### config.mk
export PLATFORM = sky130hd
export DESIGN_NAME = cnt_timer
export DESIGN_NICKNAME = d
export VERILOG_FILES = /design/src/rtl/ctt_pkg.sv /design/src/rtl/ctt_preload.sv /design/src/rtl/ctt_ctrl.sv /design/src/rtl/ctt_core.sv /design/src/rtl/cnt_timer.sv
export SDC_FILE = /design/constraint.sdc
export NUM_CORES = 1
export LEC_CHECK = 0
export BUFFER_PORTS_ARGS = -buffer_cell sky130_fd_sc_hd__buf_2
export CAP_MARGIN = 20
export CORE_MARGIN = 2
export CORE_UTILIZATION = 44
export CTS_CLUSTER_DIAMETER = 60
export DETAILED_ROUTE_END_ITERATION = 16
export PLACE_DENSITY_LB_ADDON = 0.12
export SYNTH_ARGS = -nofsm -noshare
export SYNTH_HDL_FRONTEND = slang
export SYNTH_HIERARCHICAL = 1
export SYNTH_SLANG_ARGS = --single-unit
export TNS_END_PERCENT = 1
### constraint.sdc
create_clock -name clk -period 9.2 [get_ports clk]
set_clock_uncertainty 0.15 [all_clocks]
set_input_delay 1.38 -clock clk [delete_from_list [all_inputs] [get_ports clk]]
set_output_delay 1.38 -clock clk [all_outputs]
set_load 0.02 [all_outputs]
### src/rtl/ctt_pkg.sv
package ctt_pkg;

  typedef enum logic {
    CTT_COUNTER = 1'b0,
    CTT_TIMER   = 1'b1
  } ctt_mode_e;

  // One cycle's worth of datapath actions, chosen by the control unit.
  typedef struct packed {
    logic load;
    logic dec;
    logic wave_hi;
    logic wave_lo;
    logic wave_tog;
    logic rdy_set;
    logic rdy_clr;
  } ctt_act_t;

endpackage

### src/rtl/ctt_preload.sv
module ctt_preload #(
  parameter int CNT_W = 16
) (
  input  logic               clk,
  input  logic               rst,
  input  logic               wr_hi_i,
  input  logic               wr_lo_i,
  input  logic [CNT_W/2-1:0] wr_data_i,
  output logic [CNT_W-1:0]   preload_o
);
  localparam int HALF_W = CNT_W / 2;

  logic [HALF_W-1:0] hi_q, lo_q;

  always_ff @(posedge clk) begin
    if (rst) begin
      hi_q <= '0;
      lo_q <= '0;
    end else begin
      if (wr_hi_i) hi_q <= wr_data_i;
      if (wr_lo_i) lo_q <= wr_data_i;
    end
  end

  assign preload_o = {hi_q, lo_q};

endmodule

### src/rtl/ctt_ctrl.sv
module ctt_ctrl
  import ctt_pkg::*;
(
  input  logic      clk,
  input  logic      rst,
  input  ctt_mode_e mode_i,
  input  logic      tick_i,
  input  logic      start_i,
  input  logic      stop_i,
  input  logic      tmo_on_i,
  input  logic      tmo_off_i,
  input  logic      rx_char_i,
  input  logic      at_one_i,
  input  logic      wave_i,
  output ctt_act_t  act_o,
  output logic      tmo_en_o,
  output logic      run_o
);
  logic tmo_q, run_q, hold_q, fired_q;
  logic tmo_d, run_d, hold_d, fired_d;
  ctt_act_t act;

  always_comb begin
    act     = '0;
    tmo_d   = tmo_q;
    run_d   = run_q;
    hold_d  = hold_q;
    fired_d = fired_q;
    if (tmo_on_i) begin
      tmo_d       = 1'b1;
      run_d       = 1'b0;
      hold_d      = 1'b0;
      act.rdy_clr = 1'b1;
      act.wave_hi = 1'b1;
    end else if (tmo_off_i) begin
      tmo_d  = 1'b0;
      run_d  = 1'b0;
      hold_d = 1'b0;
    end else if (tmo_q) begin
      if (rx_char_i) begin
        // A strobe beats a simultaneous expiry.
        act.load    = 1'b1;
        act.rdy_clr = 1'b1;
        act.wave_hi = 1'b1;
        run_d       = 1'b1;
        hold_d      = 1'b1;
      end else if (tick_i && run_q) begin
        if (hold_q) begin
          hold_d = 1'b0;
        end else begin
          act.dec = 1'b1;
          if (at_one_i) begin
            act.rdy_set = 1'b1;
            act.wave_lo = 1'b1;
            run_d       = 1'b0;
          end
        end
      end
    end else begin
      if (stop_i) begin
        act.rdy_clr = 1'b1;
        if (mode_i == CTT_COUNTER) run_d = 1'b0;
      end
      if (start_i) begin
        act.load    = 1'b1;
        act.wave_hi = 1'b1;
        run_d       = 1'b1;
        fired_d     = 1'b0;
      end else if (tick_i && run_q && !(stop_i && mode_i == CTT_COUNTER)) begin
        if (mode_i == CTT_TIMER) begin
          if (at_one_i) begin
            act.load     = 1'b1;
            act.wave_tog = 1'b1;
            if (wave_i) act.rdy_set = 1'b1;
          end else begin
            act.dec = 1'b1;
          end
        end else begin
          act.dec = 1'b1;
          if (at_one_i && !fired_q) begin
            act.rdy_set = 1'b1;
            act.wave_lo = 1'b1;
            fired_d     = 1'b1;
          end
        end
      end
    end
  end

  always_ff @(posedge clk) begin
    if (rst) begin
      tmo_q   <= 1'b0;
      run_q   <= 1'b0;
      hold_q  <= 1'b0;
      fired_q <= 1'b0;
    end else begin
      tmo_q   <= tmo_d;
      run_q   <= run_d;
      hold_q  <= hold_d;
      fired_q <= fired_d;
    end
  end

  assign act_o    = act;
  assign tmo_en_o = tmo_q;
  assign run_o    = run_q;

  // a held (idle) time-out counter is not running right after the on command.
  a_r8_idle_after_on: assert property (@(posedge clk) disable iff (rst)
    tmo_on_i |=> (tmo_q && !run_q));

endmodule

### src/rtl/ctt_core.sv
module ctt_core
  import ctt_pkg::*;
#(
  parameter int CNT_W = 16
) (
  input  logic             clk,
  input  logic             rst,
  input  ctt_act_t         act_i,
  input  logic [CNT_W-1:0] preload_i,
  output logic [CNT_W-1:0] cnt_o,
  output logic             at_one_o,
  output logic             wave_o,
  output logic             ready_o
);
  localparam logic [CNT_W-1:0] ONE = CNT_W'(1);

  logic [CNT_W-1:0] cnt_q;
  logic             wave_q, rdy_q;

  always_ff @(posedge clk) begin
    if (rst) begin
      cnt_q  <= '0;
      wave_q <= 1'b1;
      rdy_q  <= 1'b0;
    end else begin
      if (act_i.load)      cnt_q <= preload_i;
      else if (act_i.dec)  cnt_q <= cnt_q - ONE;

      if (act_i.wave_hi)       wave_q <= 1'b1;
      else if (act_i.wave_lo)  wave_q <= 1'b0;
      else if (act_i.wave_tog) wave_q <= ~wave_q;

      if (act_i.rdy_clr)      rdy_q <= 1'b0;
      else if (act_i.rdy_set) rdy_q <= 1'b1;
    end
  end

  assign cnt_o    = cnt_q;
  assign at_one_o = (cnt_q == ONE);
  assign wave_o   = wave_q;
  assign ready_o  = rdy_q;

  // a falling waveform comes with ready, unless a clear was requested.
  a_r3_fall_sets_ready: assert property (@(posedge clk) disable iff (rst)
    $fell(wave_q) |-> (rdy_q || $past(act_i.rdy_clr)));

endmodule

### src/rtl/cnt_timer.sv
module cnt_timer
  import ctt_pkg::*;
#(
  parameter int CNT_W = 16
) (
  input  logic               clk,
  input  logic               rst,
  input  logic               tick_i,
  input  logic               mode_i,
  input  logic               wr_hi_i,
  input  logic               wr_lo_i,
  input  logic [CNT_W/2-1:0] wr_data_i,
  input  logic               start_i,
  input  logic               stop_i,
  input  logic               tmo_on_i,
  input  logic               tmo_off_i,
  input  logic               rx_char_i,
  output logic               wave_o,
  output logic               ready_o,
  output logic [CNT_W-1:0]   count_o
);
  logic [CNT_W-1:0] preload_w;
  ctt_act_t         act_w;
  logic             at_one_w, tmo_en_w, run_w;
  ctt_mode_e        mode_w;

  assign mode_w = ctt_mode_e'(mode_i);

  ctt_preload #(.CNT_W(CNT_W)) u_preload (
    .clk(clk), .rst(rst), .wr_hi_i(wr_hi_i), .wr_lo_i(wr_lo_i),
    .wr_data_i(wr_data_i), .preload_o(preload_w)
  );

  ctt_ctrl u_ctrl (
    .clk(clk), .rst(rst), .mode_i(mode_w), .tick_i(tick_i),
    .start_i(start_i), .stop_i(stop_i), .tmo_on_i(tmo_on_i),
    .tmo_off_i(tmo_off_i), .rx_char_i(rx_char_i), .at_one_i(at_one_w),
    .wave_i(wave_o), .act_o(act_w), .tmo_en_o(tmo_en_w), .run_o(run_w)
  );

  ctt_core #(.CNT_W(CNT_W)) u_core (
    .clk(clk), .rst(rst), .act_i(act_w), .preload_i(preload_w),
    .cnt_o(count_o), .at_one_o(at_one_w), .wave_o(wave_o), .ready_o(ready_o)
  );

  logic no_tmo_cmd;
  assign no_tmo_cmd = !tmo_on_i && !tmo_off_i;

  a_r1_reset_state: assert property (@(posedge clk)
    rst |=> (count_o == '0 && wave_o && !ready_o));

  a_r6_stop_halts: assert property (@(posedge clk) disable iff (rst)
    (!tmo_en_w && mode_w == CTT_COUNTER && stop_i && !start_i && no_tmo_cmd)
      |=> (!ready_o && $stable(count_o)));

  a_r8_idle_holds: assert property (@(posedge clk) disable iff (rst)
    (tmo_en_w && !run_w && !rx_char_i && no_tmo_cmd) |=> $stable(count_o));

  a_r8_on_clears: assert property (@(posedge clk) disable iff (rst)
    tmo_on_i |=> (!ready_o && wave_o));

  a_r10_cmds_ignored: assert property (@(posedge clk) disable iff (rst)
    (tmo_en_w && (start_i || stop_i) && !rx_char_i && !tick_i && no_tmo_cmd)
      |=> ($stable(count_o) && $stable(ready_o)));

  a_r11_strobe_wins: assert property (@(posedge clk) disable iff (rst)
    (tmo_en_w && rx_char_i && no_tmo_cmd)
      |=> (!ready_o && count_o == $past(preload_w)));

endmodule

### Word-level counts from Yosys, hierarchy flattened

Cells that the tools add are included.

| word-level totals | value |
|---|---|
| output and inout port bits | 18 |
| bits in registers | 38 |
| bits of input ports | 19 |
| logic and storage cells | 92 |

| cells by class | value |
|---|---|
| reduce and logical (&&, ||, !) cells | 19 |
| muxes and demuxes | 52 |
| equal/unequal tests | 6 |
| bitwise logic cells | 5 |
| $add $sub $neg | 1 |

Operators by type and width:

| kind | number |
|---|---|
| $mux 1 | 41 |
| $mux 16 | 2 |
| $eq 16x1->1 const B | 1 |
| $sub 16x1->16 const B | 1 |
| $reduce_bool 2->1 | 6 |
| $mux 3 | 3 |
| $mux 2 | 4 |
| $mux 7 | 1 |
| $ne 3x3->1 const B | 2 |
| $reduce_and 6->1 | 1 |
| $not 1->1 | 5 |
| $reduce_and 5->1 | 1 |
| $logic_and 1x1->1 | 4 |
| $mux 4 | 1 |
| $reduce_or 2->1 | 2 |
| $ne 3x1->1 const B | 1 |
| $ne 3x2->1 const B | 1 |
| $reduce_bool 3->1 | 1 |
| $reduce_or 3->1 | 1 |
| $logic_not 1->1 | 2 |
| $ne 2x1->1 const B | 1 |
| $reduce_and 2->1 | 1 |

### Depth between registers and ports, before layout

Gate-level depths: netlist (run 1).

| depth | value |
|---|---|
| depth in word-level cells | 11 |
| gate-level depth with buffers | 12 |

### By module

The synthesis (run 1) kept the hierarchy.

Modules (own cells, without submodules):

| module | cells each | area an instance (sq um) | instances |
|---|---|---|---|
| ctt_core | 110 | 963.4 | 1 |
| ctt_preload | 52 | 579.3 | 1 |
| ctt_ctrl | 45 | 327.8 | 1 |

### Worst setup path after synthesis (run 1)

OpenSTA, ideal clock, no wires.

| timing | value |
|---|---|
| kind | input-to-reg |
| start | in rx_char_i |
| end | reg u_core.cnt_q[7] (netlist: u_core/cnt_o[7]) |
| path slack | 5.769 ns |
| buffers on the path | 1 |
| arrival time | 3.190 ns |
| setup time | 0.091 ns |
| cell stages on the path | 7 |
| path through | and2b_1 nand2b_1 a21oi_1 or4b_1 clkbuf_1 or3_1 a311oi_1 |

RTL lines:

| what | line | source |
|---|---|---|
| from (decl) | cnt_timer.sv:17 | `input logic rx_char_i,` |
| to (signal assigned) | ctt_core.sv:26 | `if (act_i.load) cnt_q <= preload_i;` |
| to (signal assigned) | ctt_core.sv:27 | `else if (act_i.dec) cnt_q <= cnt_q - ONE;` |
| to (decl) | ctt_core.sv:17 | `logic [CNT_W-1:0] cnt_q;` |

==> results.cfg, run 1 <==
[outcome]
status = finished clean

[place]
routabilityCongestion = 0.8015
io_buffer_count = 36
dp_cells = 280
dp_hpwl_mm = 2.823

[power_and_ir_drop]
leakagePower_nw = 0.8908
peakVddDrop_v = 0.0001295
power_density_nw_per_um2 = 174.4

[drt]
wl_per_cell_microns = 13.90
vias_per_cell = 5.415
drc = 0
drt_wl_total_mm = 3.990
drtPass1Iterations = 4
drt_iter0_drc = 121
final_antenna_net_count = 0
vias = 1554

[grt]
grt_pass1_vias = 1380
grt_max_degree = 38
met1_usage_pct = 26.14
antenna_found_initial = 0
grtUsageMet2_pct = 23.08
grtUsageMet3_pct = 4.942
top_usage_layer = met1
track_usage_pct = 17.24
grt_pass1_wl_mm = 6.686
grt_overflow = 0

[sta]
hold_violations = 0
tns_ps = 0
rsz0062_at_grt = false
layout_worst_path_cycle_share_pct = 39.24
timing.slew.headroom_pct = 47.17
min_period_ps = 3610
holdWs_ps = 302.0
setup-violations-final = 0
worst_pin_slew_ps = 791.6
fmax_mhz = 277.0
slew_violations = 0

[synth]
avgSynthCellArea_sq_um = 9.036
synth_edf_count = 0
synth-main-ff-cell = dfxtp_1
ys_async_sr_fraction_pct = 0
ys_seq_area_share_pct = 40.67
synth_top_area_share_pct = 40.67
ys_ff_latch = 38
syn_nets = 228
yosys_warnings = 6
ys_types = 39
yosys-top-cells-count = dfxtp_1, nor2_1, mux2i_1
synth.largest_area_cell = dfxtp_1
yosysMostFrequentCell = dfxtp_1
netlist_area_sq_um = 1871
netlist_top_cells_area = dfxtp_1, mux2i_1, nor2_1
syn_inst = 207

[clocking]
htree_levels = 2
cts-root-buf = clkbuf_8
hold_buffers = 0
cts.sinks = 38
clockBufferDepth = 2
post-cts-setup-buffer-count = 0
clk_latency_ps = 280
cts_resized = 0
clkTransAtPathRegs_ps = 70
numCtsBuffers = 5
cts_tree = built

[die]
die_w_microns = 69.20
initial_core_util_pct = 46.10
die_y_microns = 69.20
die_area_sq_um = 4789
core-area_sq_um = 4058
rows = 23
io_pins = 37

[setup_path]
cp-end-kind = flop
cp-start-kind = flop
arrival_ps = 3590
max_stage_delay_ps = 780
worst_path_max_delay_cell = or4_1
critical_path_required_ps = 9180
critPathKind = reg -> reg
cp_max_fo = 29
path_cells = or4_1 > nor4_1 > and3_1 > nand2_1 > a2111oi_2 > inv_1 > nor2_1 > a311oi_1

[final_layout]
drive_above_1_share_pct = 22.78
n_antenna_cell = 0
fin_cells = 287
fillers = 404
nets = 258
area_delta_synth_final_pct = 14.25

[hold_path]
hold_path.class = reg -> reg

[job]
maxCapViolations = 0
==> cell families (layout without fill, tap and decap cells) <==
group	after synthesis	count (layout)	synth area share, %
flops	38	38	40.67
mux	18	18	9.632
xor+xnor	13	13	6.087
buf+inv	19	49	5.952
compound gates	35	35	13.04
simple gates	82	82	23.28
fa+ha+maj	2	2	1.338
==> flip-flops by register name (all words and copies together), names as in the netlist <==
name and cells:
u_core/cnt_o 16, u_preload/hi_q 8, u_preload/lo_q 8, u_core/ready_o 1
u_core/wave_o 1, u_ctrl/fired_q 1, u_ctrl/hold_q 1, u_ctrl/run_o 1
u_ctrl/tmo_en_o 1
==> layout by cell type (no fill, tap or decap), types with 9 or more instances in the layout <==
cell	instances
nand2_1	10
buf_2	36
nor2_1	37
a211oi_1	11
mux2i_1	18
a21oi_1	9
xnor2_1	11
dfxtp_1	38
==> path summary, 6_finish.rpt <==
kind	from	endpoint	slack (ps)	cells past startpoint
hold reg to reg	u_ctrl/hold_q	u_ctrl/hold_q	300	2
setup / recovery	u_core/cnt_o[3]	u_core/cnt_o[4]	5590	8
setup reg to reg	u_core/cnt_o[3]	u_core/cnt_o[4]	5590	8
hold / removal	u_ctrl/hold_q	u_ctrl/hold_q	300	2
==> stage by stage <==
step                      setup WS (ps)  power (W)  utilization, %  area (sq um)
after floorplan                    5769  0.0002228               -          1871
after global placement             5368  0.0002354           49.89          2024
after detailed placement           5381  0.0002353           49.89          2024
after CTS                          5554  0.0003780           52.67          2137
after global routing               5200  0.0003906           52.67          2137
final                              5590  0.0003728           52.67          2137
==> critical path, delay by kind of cell (launching register included) <==
kind	cells	cell delay, ps
simple gates	5	1930
compound gates	2	520
buf+inv	1	490
flops	1	360
==> where the power goes <==
part / internal, W / switching (W)
Combinational: 0.0000200 / 0.0000301
Sequential: 0.000173 / 0.00000855
Clock: 0.0000867 / 0.0000543
==> cell type report <==
type | instances | area, sq um | area share [%]
timing repair buffer | 36 | 180.2 | 8.431
clock inverter | 1 | 30.03 | 1.405
inverter | 6 | 22.52 | 1.054
sequential | 38 | 760.7 | 35.60
multi-input combinational | 150 | 998.5 | 46.72
clock buffer | 6 | 82.58 | 3.864
tap | 50 | 62.56 | 2.927
==> per-layer routing <==
layer	wire length, microns	share of wire [%]
met4	30	0.75
met2	1645	41
met3	206	5.2
met1	2107	53
met5	0	0
(Power assumes the default switching activity.)
==> run 2, diff against run 1 <==
==> constraint.sdc (replaced) <==
create_clock -name clk -period 3.2 [get_ports clk]
set_clock_uncertainty 0.15 [all_clocks]
set_input_delay 0.48 -clock clk [delete_from_list [all_inputs] [get_ports clk]]
set_output_delay 0.48 -clock clk [all_outputs]
set_load 0.02 [all_outputs]
==> run 2 against run 1 <==
Clock-buffer cell count up 1. Routed wire length is 1.7% higher. Combinational power rose to 3.0 times the previous value. Register-to-register slack worse by 5400 ps. Final area is 0.76% higher. Clock power up 140%. Power increased to 2.7 times the previous value. Worst setup slack worse by 5400 ps. Non-clock buffer count grew 5. Critical path depth increased by 3. Via count decreased by 0.58%. Worst hold slack worse by 9.4 ps.
==> results.cfg, run 2 (synthesized netlist as in run 1, its figures left out) <==
[grt]
grt_pass1_wl_mm = 6.706
grt_pass1_vias = 1383
grt_max_degree = 38
track_usage_pct = 17.47
antenna_found_initial = 0
grt_overflow = 0

[sta]
worst_pin_slew_ps = 656.2
hold_violations = 0
tns_ps = 0
min_period_ps = 3038
slew_violations = 0
rsz0062_at_grt = false
fmax_mhz = 329.1
timing.slew.headroom_pct = 56.25
setup-violations-final = 0
layout_worst_path_cycle_share_pct = 94.94

[final_layout]
largest_reg_flops = 16
final_cell_mix = dfxtp_1, nor2_1, buf_2
final-seq-area_sq_um = 760.7
final_common_cell = dfxtp_1
nets = 263
multiInputGateArea_sq_um = 998.5
fillers = 410
area_delta_synth_final_pct = 15.12
drive_above_1_share_pct = 24.28
n_antenna_cell = 0

[power_and_ir_drop]
p_switching_w = 0.0002768
power_density_nw_per_um2 = 469.4
switching_share_pct = 27.39
leakagePower_nw = 0.9069
seq_power_share_pct = 51.6
clockPowerShare_pct = 33.5
peakVddDrop_v = 0.0003519
combPwrFrac_pct = 15.0
finalPower_w = 0.001011
intPower_w = 0.0007339

[drt]
wl_per_cell_microns = 13.85
vias_per_cell = 5.273
vias = 1545
final_antenna_net_count = 0
drtPass1Iterations = 4
drt_wl_total_mm = 4.058
drc = 0
drt_iter0_drc = 81

[clocking]
post-cts-setup-buffer-count = 0
htree_levels = 2
cts.sinks = 38
numCtsBuffers = 5
clk_latency_ps = 290
cts-root-buf = clkbuf_8
hold_buffers = 0
cts_tree = built
clkTransAtPathRegs_ps = 70
cts_resized = 0
clockBufferDepth = 2

[hold_path]
hold_path.class = in -> reg

[setup_path]
cp_top_family = simple AND/OR/NAND/NOR gates
path_common_cell = nand2_1
cp_max_fo = 8
critical_path_required_ps = 3250
worst_path_max_delay_cell = or4b_1
cp-end-kind = flop
critical_path_buf_inv_count = 2
critPathKind = reg -> reg
arrival_ps = 3080
path_cells = inv_1 > ha_1 > nand2_1 > nor4_1 > buf_4 > mux2i_1 > nand2_1 > a21oi_1 > or4b_1 > or3_1 > a311oi_1
max_stage_delay_ps = 670
cp-start-kind = flop

[die]
die_w_microns = 69.20
die_y_microns = 69.20
initial_core_util_pct = 46.10
die_area_sq_um = 4789
core-area_sq_um = 4058
rows = 23
io_pins = 37

[place]
io_buffer_count = 36
dp_hpwl_mm = 2.953
routabilityCongestion = 0.8541

[outcome]
status = finished clean

[job]
maxCapViolations = 0
run 2: changes by cell type in the layout (fill, tap and decap cells not counted), sizes merged:
cell,before,now
buf,36,41
bufinv,1,0
clkbuf,6,7
clkinv,0,1
run 2: tightest hold or removal path: stages:
cell and delay [ps]:
buf_2 90, mux2i_1 60, nor2_1 70
run 2: metal layers:
layer / vias to the layer above / GRT usage, % / part of all wire [%]
li1: 805 / - / -
met1: 705 / 26.59 / 54
met2: 31 / 23.61 / 41
met3: 4 / 4.070 / 3.9
met4: 0 / 6.536 / 1.1
met5: - / 0 / 0
run 2: final cells by class:
| cell class | instances | area share, % |
|---|---|---|
| multi-input combinational | 150 | 46.37 |
| sequential | 38 | 35.33 |
| timing repair buffer | 41 | 10.11 |
| clock buffer | 7 | 4.009 |
| tap | 50 | 2.905 |
| inverter | 6 | 1.046 |
| clock inverter | 1 | 0.2324 |
run 2: worst paths after layout:
kind,startpoint,end,slack [ps],depth (start not counted)
hold / removal,wr_data_i[4],u_preload/lo_q[4],290,3
setup reg to reg,u_core/cnt_o[1],u_core/cnt_o[7],160,11
hold reg to reg,u_ctrl/hold_q,u_ctrl/hold_q,300,2
setup / recovery,u_core/cnt_o[1],u_core/cnt_o[7],160,11
run 2: power by group through the flow:
stage | Clock, W | Sequential (W) | Combinational (W)
floorplan | 0 | 0.000538 | 0.000102
global placement | 0 | 0.000532 | 0.000150
detailed placement | 0 | 0.000532 | 0.000151
CTS | 0.000350 | 0.000521 | 0.000151
global route | 0.000366 | 0.000524 | 0.000167
finish | 0.000338 | 0.000521 | 0.000151
run 2: metrics by stage:
| step | cell area [sq um] | worst slack (ps) | utilization (%) | instances | hold slack [ps] |
|---|---|---|---|---|---|
| floorplan | 1871 | 92.04 | - | 207 | 278.3 |
| global placement | 2062 | 225.3 | 50.82 | 285 | 295.4 |
| detailed placement | 2062 | 213.1 | 50.82 | 285 | 292.2 |
| CTS | 2153 | 162.0 | 53.07 | 293 | 292.4 |
| global route | 2153 | 20.27 | 53.07 | 293 | 296.9 |
| finish | 2153 | 161.8 | 53.07 | 293 | 292.6 |
